<file path="src/rtl/vidPixPkg.sv">
package vidPixPkg;
  parameter int COLOR_W = 8;
  parameter int NUM_CH  = 3;
  parameter int OVL_W   = 4;
  localparam int PIX_W  = COLOR_W * NUM_CH;

  typedef enum logic [2:0] {
    FMT_PAL24  = 3'd0,
    FMT_BYP24  = 3'd1,
    FMT_PSEUDO = 3'd2,
    FMT_BYP8   = 3'd3,
    FMT_BYP15  = 3'd4
  } pixFmt_e;

  // Strobes passed from control to datapath for one pipeline stage
  typedef struct packed {
    pixFmt_e    fmt;
    logic [1:0] portSel;
    logic       ovlHit;
    logic       blankN;
    logic       syncN;
  } pixStrobe_t;

  localparam pixStrobe_t STROBE_RST = '{fmt: FMT_PAL24, portSel: 2'b00,
                                        ovlHit: 1'b0, blankN: 1'b0, syncN: 1'b1};
endpackage

</file>
<file path="src/rtl/vidPixCtrl.sv">
module vidPixCtrl
  import vidPixPkg::*;
(
  input  logic             clk,
  input  logic             rstN,
  input  logic [1:0]       modeSel,
  input  logic [1:0]       cmdMode,
  input  logic [OVL_W-1:0] ovlSel,
  input  logic             blankN,
  input  logic             syncN,
  output logic [OVL_W-1:0] ovlIdx,
  output pixStrobe_t       stage1,
  output pixStrobe_t       stage2,
  input  logic             outBlankN,
  input  logic             outSyncN
);
  logic [1:0]       modeQ;
  logic [1:0]       cmdQ;
  logic [OVL_W-1:0] ovlQ;
  logic             blankQ;
  logic             syncQ;
  logic [1:0]       sinceRst;

  // Input register for all control pins, aligned with the pixel bytes
  always_ff @(posedge clk or negedge rstN) begin
    if (!rstN) begin
      modeQ  <= '0;
      cmdQ   <= '0;
      ovlQ   <= '0;
      blankQ <= 1'b0;
      syncQ  <= 1'b1;
    end else begin
      modeQ  <= modeSel;
      cmdQ   <= cmdMode;
      ovlQ   <= ovlSel;
      blankQ <= blankN;
      syncQ  <= syncN;
    end
  end

  // Mode decode; unlisted codes fall back to 24-bit palette
  always_comb begin
    stage1.fmt     = FMT_PAL24;
    stage1.portSel = cmdQ;
    stage1.ovlHit  = |ovlQ;
    stage1.blankN  = blankQ;
    stage1.syncN   = syncQ;
    unique case (modeQ)
      2'b00: if (cmdQ == 2'b01) stage1.fmt = FMT_BYP24;
      2'b01: if (cmdQ != 2'b11) stage1.fmt = FMT_PSEUDO;
      2'b10: if (cmdQ != 2'b11) stage1.fmt = FMT_BYP8;
      2'b11: if (cmdQ == 2'b00) stage1.fmt = FMT_BYP15;
      default: stage1.fmt = FMT_PAL24;
    endcase
  end

  assign ovlIdx = ovlQ;

  // Strobes follow the data through the palette read stage
  always_ff @(posedge clk or negedge rstN) begin
    if (!rstN) stage2 <= STROBE_RST;
    else       stage2 <= stage1;
  end

  // Cycles since reset, used only to bound the latency checks
  always_ff @(posedge clk or negedge rstN) begin
    if (!rstN)               sinceRst <= '0;
    else if (sinceRst != 2'd3) sinceRst <= sinceRst + 2'd1;
  end

  AST_BLANK_LATENCY: assert property (@(posedge clk) disable iff (!rstN)
    (sinceRst == 2'd3) |-> (outBlankN == $past(blankN, 3)));
  AST_SYNC_LATENCY: assert property (@(posedge clk) disable iff (!rstN)
    (sinceRst == 2'd3) |-> (outSyncN == $past(syncN, 3)));
  AST_OVL_FOLLOWS_SEL: assert property (@(posedge clk) disable iff (!rstN)
    (sinceRst != 2'd0) |-> (stage1.ovlHit == ($past(ovlSel) != '0)));
endmodule

</file>
<file path="src/rtl/vidPixData.sv">
module vidPixData
  import vidPixPkg::*;
(
  input  logic               clk,
  input  logic               rstN,
  input  logic [COLOR_W-1:0] pixRed,
  input  logic [COLOR_W-1:0] pixGreen,
  input  logic [COLOR_W-1:0] pixBlue,
  input  logic [COLOR_W-1:0] pixMask,
  input  logic               sixBitEn,
  input  pixStrobe_t         stage1,
  input  pixStrobe_t         stage2,
  output logic [COLOR_W-1:0] palAddr [NUM_CH],
  input  logic [PIX_W-1:0]   palRdData,
  input  logic [PIX_W-1:0]   ovlData,
  output logic [COLOR_W-1:0] outChan [NUM_CH]
);
  localparam int LSB_DROP = 2;

  logic [COLOR_W-1:0] pixQ [NUM_CH];
  logic [COLOR_W-1:0] portByte;
  logic [PIX_W-1:0]   bypFmt;
  logic [PIX_W-1:0]   bypQ;
  logic               usePal1;
  logic               usePal2;
  logic [COLOR_W-1:0] lsbKeep;

  // Pixel input register
  always_ff @(posedge clk or negedge rstN) begin
    if (!rstN) begin
      for (int c = 0; c < NUM_CH; c++) pixQ[c] <= '0;
    end else begin
      pixQ[0] <= pixRed;
      pixQ[1] <= pixGreen;
      pixQ[2] <= pixBlue;
    end
  end

  // Port byte for the single-byte modes
  always_comb begin
    unique case (stage1.portSel)
      2'b00:   portByte = pixQ[0];
      2'b01:   portByte = pixQ[1];
      default: portByte = pixQ[2];
    endcase
  end

  assign usePal1 = (stage1.fmt == FMT_PAL24) || (stage1.fmt == FMT_PSEUDO);
  assign usePal2 = (stage2.fmt == FMT_PAL24) || (stage2.fmt == FMT_PSEUDO);

  // Masked palette addresses, one per colour column
  for (genvar c = 0; c < NUM_CH; c++) begin : gAddr
    always_comb begin
      if (stage1.fmt == FMT_PSEUDO)     palAddr[c] = portByte & pixMask;
      else if (stage1.fmt == FMT_PAL24) palAddr[c] = pixQ[c] & pixMask;
      else                              palAddr[c] = '0;
    end
    AST_MASK_APPLIED: assert property (@(posedge clk) disable iff (!rstN)
      usePal1 |-> ((palAddr[c] & ~pixMask) == '0));
  end

  // Bypass bit packing
  always_comb begin
    unique case (stage1.fmt)
      FMT_BYP24: bypFmt = {pixQ[0], pixQ[1], pixQ[2]};
      FMT_BYP8:  bypFmt = {portByte[7:5], 5'b0, portByte[4:2], 5'b0,
                           portByte[1:0], 6'b0};
      FMT_BYP15: bypFmt = {pixQ[0][6:2], 3'b0,
                           pixQ[0][1:0], pixQ[1][7:5], 3'b0,
                           pixQ[1][4:0], 3'b0};
      default:   bypFmt = '0;
    endcase
  end

  // Bypass word waits alongside the palette read
  always_ff @(posedge clk or negedge rstN) begin
    if (!rstN) bypQ <= '0;
    else       bypQ <= bypFmt;
  end

  assign lsbKeep = sixBitEn ? {{(COLOR_W-LSB_DROP){1'b1}}, {LSB_DROP{1'b0}}}
                            : {COLOR_W{1'b1}};

  // Output register, priority: blank, overlay, palette, bypass
  for (genvar c = 0; c < NUM_CH; c++) begin : gOut
    localparam int HI = PIX_W - 1 - c * COLOR_W;
    logic [COLOR_W-1:0] pick;
    always_comb begin
      if (!stage2.blankN)    pick = '0;
      else if (stage2.ovlHit) pick = ovlData[HI -: COLOR_W];
      else if (usePal2)       pick = palRdData[HI -: COLOR_W];
      else                    pick = bypQ[HI -: COLOR_W];
    end
    always_ff @(posedge clk or negedge rstN) begin
      if (!rstN) outChan[c] <= '0;
      else       outChan[c] <= pick & lsbKeep;
    end
    AST_SIX_BIT_LSB: assert property (@(posedge clk) disable iff (!rstN)
      ($past(rstN) && $past(sixBitEn)) |-> (outChan[c][LSB_DROP-1:0] == '0));
    AST_BLANK_ZERO: assert property (@(posedge clk) disable iff (!rstN)
      ($past(rstN) && !$past(stage2.blankN)) |-> (outChan[c] == '0));
  end
endmodule

</file>
<file path="src/rtl/vidPixelPath.sv">
module vidPixelPath
  import vidPixPkg::*;
(
  input  logic         clk,
  input  logic         rstN,
  input  logic [7:0]   pixRed,
  input  logic [7:0]   pixGreen,
  input  logic [7:0]   pixBlue,
  input  logic [1:0]   modeSel,
  input  logic [1:0]   cmdMode,
  input  logic [3:0]   ovlSel,
  input  logic         blankN,
  input  logic         syncN,
  input  logic [7:0]   pixMask,
  input  logic         sixBitEn,
  output logic [7:0]   palAddrRed,
  output logic [7:0]   palAddrGreen,
  output logic [7:0]   palAddrBlue,
  input  logic [23:0]  palRdData,
  output logic [3:0]   ovlAddr,
  input  logic [23:0]  ovlData,
  output logic [7:0]   outRed,
  output logic [7:0]   outGreen,
  output logic [7:0]   outBlue,
  output logic         outBlankN,
  output logic         outSyncN
);
  pixStrobe_t         stage1;
  pixStrobe_t         stage2;
  logic [COLOR_W-1:0] palAddr [NUM_CH];
  logic [COLOR_W-1:0] outChan [NUM_CH];
  logic               blankOutQ;
  logic               syncOutQ;

  vidPixCtrl i_ctrl (
    .clk       (clk),
    .rstN      (rstN),
    .modeSel   (modeSel),
    .cmdMode   (cmdMode),
    .ovlSel    (ovlSel),
    .blankN    (blankN),
    .syncN     (syncN),
    .ovlIdx    (ovlAddr),
    .stage1    (stage1),
    .stage2    (stage2),
    .outBlankN (blankOutQ),
    .outSyncN  (syncOutQ)
  );

  vidPixData i_data (
    .clk       (clk),
    .rstN      (rstN),
    .pixRed    (pixRed),
    .pixGreen  (pixGreen),
    .pixBlue   (pixBlue),
    .pixMask   (pixMask),
    .sixBitEn  (sixBitEn),
    .stage1    (stage1),
    .stage2    (stage2),
    .palAddr   (palAddr),
    .palRdData (palRdData),
    .ovlData   (ovlData),
    .outChan   (outChan)
  );

  // Flag output register, matched to the colour output register
  always_ff @(posedge clk or negedge rstN) begin
    if (!rstN) begin
      blankOutQ <= 1'b0;
      syncOutQ  <= 1'b1;
    end else begin
      blankOutQ <= stage2.blankN;
      syncOutQ  <= stage2.syncN;
    end
  end

  assign palAddrRed   = palAddr[0];
  assign palAddrGreen = palAddr[1];
  assign palAddrBlue  = palAddr[2];
  assign outRed       = outChan[0];
  assign outGreen     = outChan[1];
  assign outBlue      = outChan[2];
  assign outBlankN    = blankOutQ;
  assign outSyncN     = syncOutQ;
endmodule

</file>
<file path="config.mk">
export PLATFORM = sky130hd
export DESIGN_NAME = vidPixelPath
export DESIGN_NICKNAME = d
export VERILOG_FILES = /design/src/rtl/vidPixPkg.sv /design/src/rtl/vidPixCtrl.sv /design/src/rtl/vidPixData.sv /design/src/rtl/vidPixelPath.sv
export SDC_FILE = /design/constraint.sdc
export NUM_CORES = 1
export LEC_CHECK = 0
export BUFFER_PORTS_ARGS = -buffer_cell sky130_fd_sc_hd__buf_2
export CAP_MARGIN = 0
export CORE_AREA = 2 2 115 72
export CTS_BUF_LIST = sky130_fd_sc_hd__clkbuf_4
export DETAILED_ROUTE_END_ITERATION = 10
export DIE_AREA = 0 0 117 74
export GPL_TIMING_DRIVEN = 0
export PLACE_DENSITY_LB_ADDON = 0.15
export SETUP_SLACK_MARGIN = 0.2
export SYNTH_ARGS = -nofsm -noshare
export SYNTH_HDL_FRONTEND = slang
export SYNTH_SLANG_ARGS = --single-unit
export TNS_END_PERCENT = 30
</file>
<file path="constraint.sdc">
create_clock -name clk -period 2.1 [get_ports clk]
set_input_delay 0.42 -clock clk [delete_from_list [all_inputs] [get_ports clk]]
set_output_delay 0.42 -clock clk [all_outputs]
set_load 0.03 [all_outputs]
</file>
==> results of run 1 <==
## metal layers
layer | vias to the layer above | share of wire (%)
met3 | 11 | 8.1
li1 | 1541 | -
met1 | 1565 | 46
met2 | 173 | 44
met4 | 0 | 0.99
met5 | - | 0
## registers in the layout (all words and copies together) (netlist names)
register	flops
i_data.outChan	24
i_ctrl.blankQ	1
outSyncN	1
outBlankN	1
i_data.bypQ	24
i_ctrl.syncQ	1
i_ctrl.ovlIdx	4
i_ctrl.cmdQ	2
i_ctrl.modeQ	2
i_ctrl.stage2	5
i_data.pixQ	24
## metrics by stage
| stage | total power, mW | area, um^2 | utilization (%) | cells |
|---|---|---|---|---|
| global placement | 2.45 | 4560 | 59.5 | 579 |
| detailed placement | 2.47 | 4590 | 59.9 | 580 |
| CTS | 3.68 | 5300 | 69.1 | 607 |
| floorplan | 2.20 | 3700 | - | 325 |
| global route | 3.84 | 5350 | 69.8 | 609 |
| finish | 3.67 | 5350 | 69.8 | 609 |
## placed cells by master (no fill, tap or decap), drive strengths merged
master | Yosys | routed
or4 | 1 | 1
dlygate4sd3 | 0 | 2
o211ai | 1 | 1
o32ai | 24 | 24
nand2 | 50 | 50
a22oi | 8 | 8
a22o | 7 | 7
and2 | 9 | 9
bufinv | 0 | 2
nand2b | 1 | 1
dfrtp | 86 | 86
clkinv | 1 | 4
dfstp | 3 | 3
o311a | 1 | 1
buf | 12 | 169
bufbuf | 0 | 1
nand3b | 2 | 2
mux2 | 8 | 8
inv | 10 | 11
o21ai | 32 | 32
and4bb | 1 | 1
nor4b | 1 | 1
nor2 | 25 | 25
mux2i | 8 | 8
clkbuf | 10 | 19
a311oi | 24 | 24
clkinvlp | 0 | 1
## worst register-to-register path, delay by kind of cell (launching register included)
kind / cells / cell delay (ns)
buffers and inverters: 1 / 0.31
DFF: 1 / 0.52
and+or+nand+nor: 2 / 0.73
## Yosys cell counts
cell       n  area (um^2)
buf_2      3         15.0
nand3b_1   1         7.51
nor2_1    24         90.1
clkbuf_1   8         30.0
nor2_2     1         6.26
nand2b_1   1         6.26
or4_1      1         7.51
a22o_1     7         61.3
o311a_2    1         11.3
nand3b_2   1         11.3
dfrtp_1   86         2150
and4bb_1   1         12.5
a311oi_1  24          210
o21ai_1    2         10.0
mux2i_1    8         80.1
clkbuf_2   2         10.0
buf_1      2         7.51
o211ai_1   1         7.51
a22oi_1    8         60.1
o32ai_1   24          210
mux2_2     8         90.1
o21ai_0   30          150
and2_1     9         56.3
clkinv_1   1         3.75
nor4b_4    1         23.8
nand2_1   49          184
nand2_2    1         6.26
dfstp_2    3         78.8
buf_6      2         22.5
buf_4      5         37.5
inv_1     10         37.5
## area by class of cell
type | count | area, um^2
clock inverter | 7 | 93.8
buffer | 22 | 178
sequential | 89 | 2230
tap | 108 | 135
clock buffer | 9 | 67.6
multi-input combinational | 203 | 1640
inverter | 11 | 41.3
timing repair buffer | 160 | 963
fill | 562 | 2310
## power groups by stage
stage | clock network (mW) | registers [mW] | logic [mW]
after CTS | 1.09 | 1.86 | 0.729
after global routing | 1.16 | 1.87 | 0.808
after global placement | 0 | 1.88 | 0.563
final | 1.06 | 1.86 | 0.752
after detailed placement | 0 | 1.88 | 0.580
after floorplan | 0 | 1.93 | 0.269
## cells by family after synthesis
family / after synthesis / share of synthesized area [%]
AO/OA/AOI/OAI: 97 / 19.5
buffers and inverters: 33 / 4.43
AND/OR/NAND/NOR: 90 / 11.1
multiplexers: 16 / 4.60
flip-flops: 89 / 60.3
## what timing repair did
item                                   4_1_cts  5_1_grt
gates resized for setup                     82        5
setup endpoints to repair                   24       24
pin swaps                                    4        2
hold buffers                                 1        1
cloned                                       1        0
setup buffers                                9        1
endpoints found under the hold margin       22        1
## how the worst max path moves through the flow
| stage | endpoint | cells after the start | startpoint |
|---|---|---|---|
| final | palAddrGreen[5] | 5 | i_ctrl.cmdQ[0] |
| after global routing | palAddrBlue[5] | 5 | i_ctrl.cmdQ[0] |
| after CTS | palAddrBlue[0] | 7 | i_ctrl.cmdQ[1] |
| after detailed placement | palAddrRed[6] | 6 | i_ctrl.cmdQ[1] |
| after global placement | i_data.outChan[13] | 1 | rstN |
| after floorplan | palAddrBlue[2] | 5 | i_ctrl.cmdQ[1] |
==> reports/metrics.yaml, run 1 <==
run_status:
  status: "complete, but fails checks"
  violations: "setup timing"
flow_run:
  max_cap_viol_count: 0
cts:
  root_buffer: "clkbuf_4"
  clock-sinks: 89
  htree_levels: 3
  tritoncts: "yes"
  clk_latency_ns: 0.45
  clk_pin_slew_worst_paths_ns: 0.14
  cts_buffer_depth: 2
  numCtsBuffers: 9
placed_design:
  io_buffers: 146
  pre_cts_ws_ns: 0.0407
  dp_hpwl_mm: 7.44
  routabilityCongestion: 0.880
grt:
  antenna_found_initial: 0
  busiest_layer: "met2"
  grt_max_degree: 66
  grt_pass1_vias: 3237
  grtUsageMet2_pct: 39.1
  grt_pass1_wl_mm: 16.6
  overflow: 0
  grt.total_usage_pct: 25.9
  use_met3_pct: 8.39
  grt_use_met1_pct: 36.0
timing:
  timing.slew.headroom_pct: 67.3
  finalHoldViolCount: 0
  fmax_mhz: 410
  whs_ns: 0.0557
  period_share_pct: 116
  fin_crit_ns: 2.44
  slew_violations: 0
  setup_tns_ns: -7.35
  worst_slew_pin_slew_ns: 0.488
  setup_viol: 24
  finClkSkew_ns: 0.0162
  rsz0062_at_grt: "true"
  fin_ws_ns: -0.339
power_and_ir_drop:
  p_seq_share_pct: 50.6
  pwr-share-clk_pct: 28.9
  combPwrFrac_pct: 20.5
  switching_share_pct: 29.3
  irDropWorstVdd_v: 0.000519
  powerDensity_mw_per_mm2: 687
  p_int_mw: 2.60
  switching_power_mw: 1.08
  cellLeakagePower_nw: 2.54
critical_path:
  crit_slowest_cell: "dfrtp_1"
  crit_path_end_kind: "output pin"
  r2r-start: "i_ctrl.modeQ[0]"
  required_ns: 1.68
  critical_path_class: "reg2out"
  path_cells: "buf_6, mux2_2, mux2i_4, o32ai_2, buf_4"
  worst_setup_path_start_kind: "register"
  r2r_cells: 3
  cp_num_buf_inv: 2
  cp.arrival_ns: 2.02
  cp_top_family: "multiplexers"
  critPathMaxFanout: 10
  reg2reg_to: "i_data.bypQ[1]"
  critPathMaxStageDelay_ns: 0.42
  r2r_slack_ns: 0.49
layout:
  syn2layout_area_growth_pct: 44.7
  drive_gt1_share_pct: 46.1
  finalNetCount: 589
  diodes: 0
synth:
  synth_cell_types: 31
  postSynthCellCount: 325
  syn-cell-area_mm2: 0.00370
  seq_area_frac_synth_pct: 60.3
  syn_avg_cell_area_um2: 11.4
  synth_seq_cells: 89
  synth_nets: 418
  ys_warn_count: 0
worst_hold_path:
  hold_end: "i_data.pixQ[23]"
  hold_start: "pixRed[7]"
  hold_class: "in2reg"
  hold_depth: 1
floorplan:
  initial_core_util_pct: 48.2
  fp-row-count: 25
  dieArea_mm2: 0.00866
  die_h_um: 74
  coreArea_mm2: 0.00766
  die_w_um: 117
  ioPinCount: 147
route:
  final_antenna_net_count: 0
  dr_total_vias: 3290
  drt_iter0_drc: 412
  dr.pass1.iters: 4
  wl_per_cell_um: 17.5
  vias_per_cell: 5.40
  finalWirelength_mm: 10.7
  drc: 0
No activity file was read; power rests on OpenSTA's default activity.
==> inputs of run 2 (changes only) <==
--- a/config.mk
+++ b/config.mk
@@ -7,11 +7,11 @@
 export LEC_CHECK = 0
 export BUFFER_PORTS_ARGS = -buffer_cell sky130_fd_sc_hd__buf_2
 export CAP_MARGIN = 0
-export CORE_AREA = 2 2 115 72
-export CTS_BUF_LIST = sky130_fd_sc_hd__clkbuf_4
+export CORE_AREA = 2 2 91 93
+export CTS_BUF_LIST = sky130_fd_sc_hd__clkbuf_16
 export DETAILED_ROUTE_END_ITERATION = 10
-export DIE_AREA = 0 0 117 74
-export GPL_TIMING_DRIVEN = 0
+export DIE_AREA = 0 0 93 95
+export GPL_TIMING_DRIVEN = 1
 export PLACE_DENSITY_LB_ADDON = 0.15
 export SETUP_SLACK_MARGIN = 0.2
 export SYNTH_ARGS = -nofsm -noshare
==> run 2 against run 1 <==
Wire length is 3.1% lower. Fmax increased by 7.4%. Worst setup slack better by 0.17 ns. The run still ends with setup timing left. Worst hold slack better by 0.13 ns. Critical path depth unchanged. Count of clock-buffer cells in the layout unchanged. Flip-flop and latch count unchanged. Highest routed layer unchanged. Critical endpoint is now palAddrGreen[3]. Clock skew shrank 0.011 ns. Power increased by 17%. Core utilization down 1.3 points.
==> reports/metrics.yaml, run 2 (synthesis results as in run 1) <==
run_status:
  status: "complete, but fails checks"
  violations: "setup timing"
grt:
  overflow: 0
  antenna_found_initial: 0
  grt_max_degree: 49
  grt_pass1_wl_mm: 16.3
  grt_pass1_vias: 3200
  grt.total_usage_pct: 24.0
route:
  dr.pass1.iters: 4
  final_antenna_net_count: 0
  dr_total_vias: 3307
  drc: 0
  vias_per_cell: 5.52
  wl_per_cell_um: 17.3
  finalWirelength_mm: 10.4
  drt_iter0_drc: 144
cts:
  htree_levels: 3
  clk_pin_slew_worst_paths_ns: 0.06
  numCtsBuffers: 9
  tritoncts: "yes"
  root_buffer: "clkbuf_16"
  clock-sinks: 89
  clk_latency_ns: 0.33
  cts_buffer_depth: 2
critical_path:
  worst_setup_path_start_kind: "register"
  crit_path_end_kind: "output pin"
  required_ns: 1.68
  critPathMaxFanout: 7
  r2r_cells: 6
  critical_path_class: "reg2out"
  cp.arrival_ns: 1.85
timing:
  fin_crit_ns: 2.27
  fmax_mhz: 440
  setup_viol: 24
  period_share_pct: 108
  rsz0062_at_grt: "true"
  fin_ws_ns: -0.172
  whs_ns: 0.188
  finClkSkew_ns: 0.00516
  slew_violations: 0
  timing.slew.headroom_pct: 62.3
  worst_slew_pin_slew_ns: 0.565
  finalHoldViolCount: 0
  setup_tns_ns: -3.70
power_and_ir_drop:
  total_power_mw: 4.29
  cellLeakagePower_nw: 2.58
  powerDensity_mw_per_mm2: 790
  irDropWorstVdd_v: 0.000651
layout:
  fin_util_pct: 68.5
  finalNetCount: 582
  drive_gt1_share_pct: 46.8
  final_common_cell: "buf_2"
  regArea_mm2: 0.00224
  syn2layout_area_growth_pct: 46.8
  diodes: 0
  largestRegisters: "i_data.bypQ x24, i_data.outChan x24, i_data.pixQ x24"
  final_area_mm2: 0.00543
  mostFrequentLayoutCells: "121 x buf_2, 82 x dfrtp_1, 49 x nand2_1"
  multi_input_area_mm2: 0.00164
  nFillCells: 612
floorplan:
  initial_core_util_pct: 46.6
  die_h_um: 95
  fp-row-count: 33
  coreArea_mm2: 0.00793
  dieArea_mm2: 0.00884
  ioPinCount: 147
  die_w_um: 93
placed_design:
  dp_hpwl_mm: 6.76
  place_area_mm2: 0.00456
  routabilityCongestion: 0.802
  io_buffers: 146
flow_run:
  max_cap_viol_count: 0
worst_hold_path:
  hold_class: "in2reg"
  hold_depth: 1
[run 2: area by class of cell]
| type | instances | share of cell area, % |
|---|---|---|
| Sequential cell | 89 | 41.2 |
| Clock inverter | 7 | 1.73 |
| Clock buffer | 9 | 4.15 |
| Inverter | 11 | 0.761 |
| Multi-Input combinational cell | 206 | 30.2 |
| Timing Repair Buffer | 172 | 19.6 |
| Tap cell | 105 | 2.42 |
[run 2: layer usage]
layer / global-route usage, % / share of wire [%]
met1: 32.4 / 44
met5: 0 / 0
met2: 37.1 / 47
met4: 12.3 / 2.7
met3: 4.71 / 6.6
[run 2: timing repair]
item,CTS,global route
hold buffers,1,0
setup endpoints to repair,24,24
pin swaps,6,2
setup buffers,8,2
gates cloned,4,0
endpoints found under the hold margin,19,0
gates resized for setup,71,9
[run 2: report_power, final]
part	switching (mW)	total, mW	internal (mW)
Combinational	0.419	0.721	0.301
Clock	0.654	1.70	1.04
Sequential	0.0674	1.87	1.80
[run 2: metrics by stage]
step	std cells	setup slack [ns]
after floorplan	325	-0.0904
after global placement	568	0.0574
after detailed placement	568	0.0000528
after CTS	597	-0.0831
after global routing	599	-0.227
final	599	-0.172
[run 2: path summary, 6_finish.rpt]
check	end	startpoint	slack [ns]
min	i_ctrl.syncQ	syncN	0.19
min reg2reg	i_ctrl.stage2[1]	i_ctrl.blankQ	0.34
max in group asynchronous	i_ctrl.modeQ[1]	rstN	1.02
max	palAddrGreen[3]	i_ctrl.cmdQ[0]	-0.17
max reg2reg	i_data.bypQ[7]	i_ctrl.cmdQ[0]	0.49
min in group asynchronous	outBlankN	rstN	0.53
[run 2: worst max-delay path, stage by stage, from the launching register on]
cell	delay, ns
dfrtp_2	0.38
buf_4	0.18
mux2_2	0.37
mux2i_4	0.29
o32ai_2	0.12
buf_4	0.17
